File: src/rtl/sec_trim_pkg.sv
package sec_trim_pkg;
   typedef enum logic [1:0] {
      TRIM_NONE_A = 2'd0,
      TRIM_NONE_B = 2'd1,
      TRIM_DROP   = 2'd2,
      TRIM_REPEAT = 2'd3
   } trim_dir_e;

   localparam logic [1:0] STEP_ZERO   = 2'd0;
   localparam logic [1:0] STEP_ONE    = 2'd1;
   localparam logic [1:0] STEP_DOUBLE = 2'd2;
endpackage

File: src/rtl/sec_trim_cfg.sv
module sec_trim_cfg
   import sec_trim_pkg::*;
#(
   parameter int DATA_W    = 32,
   parameter int PER_W     = 19,
   parameter int DIR_LSB   = 19,
   parameter int VALID_POS = 23
) (
   input  logic              clk,
   input  logic              rst_n,
   input  logic              we_i,
   input  logic [DATA_W-1:0] wdata_i,
   output logic              active_o,
   output logic              drop_o,
   output logic [PER_W-1:0]  period_o
);
   localparam int DIR_MSB = DIR_LSB + 1;

   initial begin
      if (PER_W > DIR_LSB) $error("period field overlaps direction field");
      if (DIR_MSB >= VALID_POS) $error("direction field overlaps enable bit");
      if (VALID_POS >= DATA_W) $error("enable bit outside control word");
   end

   logic             valid_q;
   trim_dir_e        dir_q;
   logic [PER_W-1:0] per_q;

   always_ff @(posedge clk or negedge rst_n) begin
      if (!rst_n) begin
         valid_q <= 1'b0;
         dir_q   <= TRIM_NONE_A;
         per_q   <= '0;
      end else if (we_i) begin
         valid_q <= wdata_i[VALID_POS];
         dir_q   <= trim_dir_e'(wdata_i[DIR_MSB:DIR_LSB]);
         per_q   <= wdata_i[PER_W-1:0];
      end
   end

   always_comb begin
      active_o = valid_q && (dir_q == TRIM_DROP || dir_q == TRIM_REPEAT);
      drop_o   = (dir_q == TRIM_DROP);
      period_o = per_q;
   end
endmodule

File: src/rtl/sec_trim_interval.sv
module sec_trim_interval #(
   parameter int PER_W = 19
) (
   input  logic             clk,
   input  logic             rst_n,
   input  logic             clr_i,
   input  logic             tick_i,
   input  logic             active_i,
   input  logic [PER_W-1:0] period_i,
   output logic             hit_o
);
   logic [PER_W-1:0] cnt_q;
   logic             at_end;

   assign at_end = (cnt_q == period_i);
   assign hit_o  = tick_i && active_i && !clr_i && at_end;

   always_ff @(posedge clk or negedge rst_n) begin
      if (!rst_n)                  cnt_q <= '0;
      else if (clr_i || !active_i) cnt_q <= '0;
      else if (tick_i)             cnt_q <= at_end ? '0 : cnt_q + 1'b1;
   end


   cnt_in_range_chk: assert property (@(posedge clk) disable iff (!rst_n)
      active_i |-> cnt_q <= period_i);


   wr_restart_chk: assert property (@(posedge clk) disable iff (!rst_n)
      clr_i |=> cnt_q == '0);
endmodule

File: src/rtl/sec_trim.sv
module sec_trim
   import sec_trim_pkg::*;
#(
   parameter int DATA_W    = 32,
   parameter int PER_W     = 19,
   parameter int DIR_LSB   = 19,
   parameter int VALID_POS = 23,
   parameter bit REG_OUT   = 1'b1
) (
   input  logic              clk,
   input  logic              rst_n,
   input  logic              tick_i,
   input  logic              cfg_we_i,
   input  logic [DATA_W-1:0] cfg_wdata_i,
   output logic [1:0]        step_o
);
   logic             active;
   logic             drop;
   logic [PER_W-1:0] period;
   logic             hit;
   logic [1:0]       step_d;

   sec_trim_cfg #(
      .DATA_W(DATA_W), .PER_W(PER_W), .DIR_LSB(DIR_LSB), .VALID_POS(VALID_POS)
   ) u_cfg (
      .clk(clk), .rst_n(rst_n), .we_i(cfg_we_i), .wdata_i(cfg_wdata_i),
      .active_o(active), .drop_o(drop), .period_o(period)
   );

   sec_trim_interval #(.PER_W(PER_W)) u_ivl (
      .clk(clk), .rst_n(rst_n), .clr_i(cfg_we_i), .tick_i(tick_i),
      .active_i(active), .period_i(period), .hit_o(hit)
   );

   always_comb begin
      if (!tick_i)   step_d = STEP_ZERO;
      else if (!hit) step_d = STEP_ONE;
      else           step_d = drop ? STEP_ZERO : STEP_DOUBLE;
   end

   generate
      if (REG_OUT) begin : g_reg
         logic [1:0] step_q;
         always_ff @(posedge clk or negedge rst_n) begin
            if (!rst_n) step_q <= STEP_ZERO;
            else        step_q <= step_d;
         end
         assign step_o = step_q;


         idle_zero_chk: assert property (@(posedge clk) disable iff (!rst_n)
            !tick_i |=> step_o == STEP_ZERO);


         off_pass_chk: assert property (@(posedge clk) disable iff (!rst_n)
            (tick_i && !active) |=> step_o == STEP_ONE);
      end else begin : g_comb
         assign step_o = step_d;
      end
   endgenerate


   step_range_chk: assert property (@(posedge clk) disable iff (!rst_n)
      step_o != 2'd3);
endmodule

File: config.mk
export PLATFORM = sky130hd
export DESIGN_NAME = sec_trim
export DESIGN_NICKNAME = d
export VERILOG_FILES = /design/src/rtl/sec_trim_pkg.sv /design/src/rtl/sec_trim_cfg.sv /design/src/rtl/sec_trim_interval.sv /design/src/rtl/sec_trim.sv
export SDC_FILE = /design/constraint.sdc
export NUM_CORES = 1
export LEC_CHECK = 0
export BUFFER_PORTS_ARGS = -buffer_cell sky130_fd_sc_hd__buf_2
export CORE_MARGIN = 4
export CORE_UTILIZATION = 40
export DETAILED_ROUTE_END_ITERATION = 6
export PLACE_DENSITY = 0.62
export SLEW_MARGIN = 20
export SYNTH_ARGS = -nofsm -noshare
export SYNTH_HDL_FRONTEND = slang
export SYNTH_SLANG_ARGS = --single-unit
File: constraint.sdc
create_clock -name clk -period 4.9 [get_ports clk]
set_clock_uncertainty 0.1 [all_clocks]
set_input_delay 0.245 -clock clk [delete_from_list [all_inputs] [get_ports clk]]
set_output_delay 0.245 -clock clk [all_outputs]
set_load 0.005 [all_outputs]
# ---- Yosys cells after proc, flatten, opt, wreduce, memory -nomap -nowiden
# Cells that the tools add are included.
dict set report word_totals {
  register_bits 43
  latch_bits 0
  ram_bits 0
  rom_bits 0
  elab_cells 24
  n_memories 0
}
dict set report classes {
  add_sub_neg 1
  n_mul 0
  div_mod_pow 0
  n_lt_le_gt_ge 0
  n_eq_ne 3
  shifts 0
  muxes 6
  bitwise_logic 0
  n_reduce_logical 9
}
# op count
set op_table {}
lappend op_table {{19-bit 2-to-1 mux} 3}
lappend op_table {{19-bit by 1-bit adder with 19-bit output, second input constant} 1}
lappend op_table {{19-bit == test} 1}
lappend op_table {{2-bit 2-to-1 mux} 3}
lappend op_table {{2-bit == test, second input constant} 2}
lappend op_table {{1-bit logical AND} 4}
lappend op_table {{1-bit zero test} 2}
lappend op_table {{1-bit logical OR} 2}
lappend op_table {{2-bit nonzero test} 1}

# ---- Depth between registers and ports, before layout
dict set report logic_depth {
  depth_word 8
  depth_mapped 8
  ltp_nobuf 7
}

# ---- Modules after synthesis
# A second synthesis with hierarchy kept.
dict set report hier_totals {
  cells_unflattened 203
  hier_area_um2 2204.6
}
# mod n_inst cells_each area_each_um2 seq_area_each_um2
set modules_own_cells {}
lappend modules_own_cells {sec_trim_interval 1 151 1302.5 475.5}
lappend modules_own_cells {sec_trim_cfg 1 48 833.3 550.5}
lappend modules_own_cells {sec_trim 1 4 68.8 50.0}

# ---- Worst setup path after synthesis
# OpenSTA, ideal clock, no wires.
dict set report synth_timing {
  path_kind {reg2reg}
  startpoint {reg u_ivl.cnt_q[7]}
  endpoint {reg u_ivl.cnt_q[13]}
  setup_ps 128
  arrival_time_ps 1646
  required_ps 4672
  slack_ps 3026
  stages_incl_launch_ff 9
  n_path_buf 2
  synth_period_minus_slack_ps 1874
  cell_sequence {dfrtp_1 > buf_2 > xnor2_1 > nand4_1 > nor4_4 > a21oi_2 > buf_6 > a31oi_1 > o31ai_1}
}
dict set report synth_between {
  elab_chain_cells 4
}
# element line_no
set synth_rtl {}
lappend synth_rtl {{start: declaration} sec_trim_interval.sv:12} ;# logic [PER_W-1:0] cnt_q;
lappend synth_rtl {{start signal: assignment} sec_trim_interval.sv:21} ;# else if (tick_i) cnt_q <= at_end ? '0 : cnt_q + 1'b1;
lappend synth_rtl {{19-bit by 1-bit adder with 19-bit output / 19-bit == test (equally long branches)} {sec_trim_interval.sv:21, sec_trim_interval.sv:15}}
lappend synth_rtl {{19-bit 2-to-1 mux (*) (2 in a row)} sec_trim_interval.sv:21}
lappend synth_rtl {{19-bit 2-to-1 mux (*)} sec_trim_interval.sv:20} ;# else if (clr_i || !active_i) cnt_q <= '0;
# Mark *: on every way between the ends. The rest lies on a longest branch, timed or not. The select of a mux whose other input is x is not followed.
# A chain may end at the register's enable or synchronous reset.

# ---- Worst setup path in the final report
dict set report layout_timing {
  startpoint {reg u_ivl.cnt_q[2]}
  endpoint {reg u_ivl.cnt_q[15]}
}
# Same word-level chain as after synthesis.

==> impl_metrics.ini <==
[status]
status = finished, violations left
violations = negative hold slack

[final_layout]
syn2layout_area_growth_pct = 13.4
fin_area_sq_um = 2420
utilization_pct = 47.1
layout-drive-gt1-share_pct = 27.1
nets = 257
antenna_cells = 0

[sta]
slew_violations = 0
min_period_ns = 2.21
tightest_slew_ns = 0.970
setup_ws_ns = 2.69
setup-tns-final_ns = 0
hold_ws_ns = -0.0120
slew_headroom_pct = 35.3
max_freq_mhz = 452
rsz0062_at_grt = false
min_period_over_period_pct = 45.2
setup_violations = 0
hold_viol = 9

[logic_synthesis]
synthTopCellsByArea = dfrtp_1 50%, mux2_2 11%, xnor2_1 6.6%
synth_top_area_cell = dfrtp_1
yosysWarnings = 0
syn-num-nets = 230
synth_common_cells = 43 x dfrtp_1, 24 x nand3_1, 22 x nand2_1
syn-cell-area_sq_um = 2130
yosysMostFrequentCell = dfrtp_1
synth_flop_cell = dfrtp_1
syn_area_per_cell_sq_um = 11.1
ys_types = 38
synth_top_cell_area_share_pct = 50.4
yosys_register_bits = 43
async_reset_ff_share_pct = 100
yosysSeqAreaShare_pct = 50.4
netlist_instances = 193
synth-edff-count = 0

[critical_path]
path_class = register to register
worst_ep_arrival_time_ns = 2.27
critPathSlowestCell = dfrtp_1
critical_path.max_fanout = 15
path_cells = xnor2_1 > nand4_1 > nor4_4 > nand2_1 > nand2b_2 > o311ai_0
timing.critical_path.from_type = register
required_ns = 4.96
cp-end-kind = register
crit_path_max_incr_delay_ns = 0.45

[clocking]
cts.reportedPaths.clkPinSlew_ns = 0.08
post_cts_buffers = 0
cts_sinks = 43
clockBufferDepth = 2
cts_tree = yes
post_cts_resized = 0
postCtsHoldBufs = 0
h-tree-depth = 2
insertion_delay_ns = 0.30
numCtsBuffers = 5
clock-root-buffer = clkbuf_8

[pwr]
powerDensity_nw_per_um2 = 290
p_leak_uw = 0.000990
power_uw = 702
vdd_drop_max_v = 0.000209

[detailed_routing]
ant_nets = 0
drc_errors = 0
avgViaCountPerCell = 5.49
drtPass1Iterations = 4
num_vias = 1597
initialDrtViolationCount = 90
wl_per_cell_um = 15.2
finalWirelength_um = 4440

[die]
start_util_pct = 41.5
rows = 26
dieArea_sq_um = 6570
io_pins = 38
chipHeight_um = 81.0
dieWidth_um = 81.0
fp.coreArea_sq_um = 5140

[placement]
globalplace.congestion = 0.754
place_hpwl_um = 3040
port_buffers = 27
placed_cell_area_sq_um = 2320
pre_cts_ws_ns = 2.59

[global_routing]
grt_max_degree = 44
overflow = 0
antenna_found_initial = 0
track_usage_pct = 15.2
grt_pass1_wl_um = 7600
grt_pass1_vias = 1545

[job]
maxCapViolations = 0

[hold_path]
hp-class = input port to async pin
==> through the flow <==
stage / cells / hold slack (ns)
floorplan: 193 / -0.151
global placement: 283 / 0.361
detailed placement: 283 / 0.354
CTS: 291 / 0.0321
global route: 291 / 0.0431
finish: 291 / -0.0120
==> critical path: cells and delay by family, from the launching register on <==
kind	cells	cell delay [ns]
simple gates	4	1.10
flops	1	0.45
xor+xnor	1	0.23
compound gates	1	0.19
==> state kept, by name, indices dropped and copies added (netlist names) <==
register        count
step_o              2
u_cfg.dir_q         2
u_cfg.period_o     19
u_cfg.valid_q       1
u_ivl.cnt_q        19
==> final timing paths <==
path	end	start	cells after the start	slack [ns]
min in group clk	u_cfg.dir_q[1]$_DFFE_PN0P_	cfg_wdata_i[20]	2	0.06
worst min register to register	u_cfg.dir_q[0]$_DFFE_PN0P_	u_cfg.dir_q[0]$_DFFE_PN0P_	1	0.42
max in group asynchronous	u_cfg.period_o[6]$_DFFE_PN0P_	rst_n	1	4.09
worst max register to register	u_ivl.cnt_q[15]$_DFFE_PN0P_	u_ivl.cnt_q[2]$_DFFE_PN0P_	6	2.69
worst min-delay path	u_ivl.cnt_q[17]$_DFFE_PN0P_	rst_n	1	-0.01
worst max-delay path	u_ivl.cnt_q[15]$_DFFE_PN0P_	u_ivl.cnt_q[2]$_DFFE_PN0P_	6	2.69
==> placed cells by master, fill, tap and decap left out, types with 4 or more instances in the layout <==
cell type / netlist / layout
nand4_1: 7 / 7
mux2_2: 21 / 21
xnor2_1: 16 / 16
o311ai_1: 8 / 8
nand2_1: 22 / 22
buf_2: 2 / 27
nor2_1: 4 / 4
clkbuf_8: 0 / 7
o311ai_0: 4 / 4
nand3_1: 24 / 24
dfrtp_1: 43 / 43
==> cell type report <==
class                           instances  area (sq um)
Tap cell                               70          87.6
Inverter                                1          3.75
Clock buffer                            8           100
Sequential cell                        43          1080
Multi-Input combinational cell        141          1010
Timing Repair Buffer                   28           143
Fill cell                             507          2720
==> logic make-up after synthesis <==
kind of cell             after synthesis  synth area share, %
multiplexers                          22                 11.6
XOR/XNOR                              19                 7.80
AND/OR/NAND/NOR                       70                 17.2
flip-flops                            43                 50.4
buffers and inverters                  9                 2.23
adder cells (fa/ha/maj)                1                0.586
AO/OA/AOI/OAI                         29                 10.1
==> layer usage <==
metal	part of all wire (%)	global-route usage (%)	wire [um]	vias up
met5	0	0	0	-
met2	46	23.6	2060	34
li1	-	-	-	763
met3	3.6	3.33	160	7
met4	1.7	5.57	76	0
met1	48	20.9	2140	793
==> report_power, final <==
| part | switching (uW) | internal [uW] | leakage (uW) |
|---|---|---|---|
| sequential | 12.2 | 373 | 0.000549 |
| clock | 121 | 129 | 0.0000515 |
| combinational | 31.4 | 35.7 | 0.000390 |
| total | 165 | 538 | 0.000990 |
Note: power is estimated with default switching activity, not from simulation.
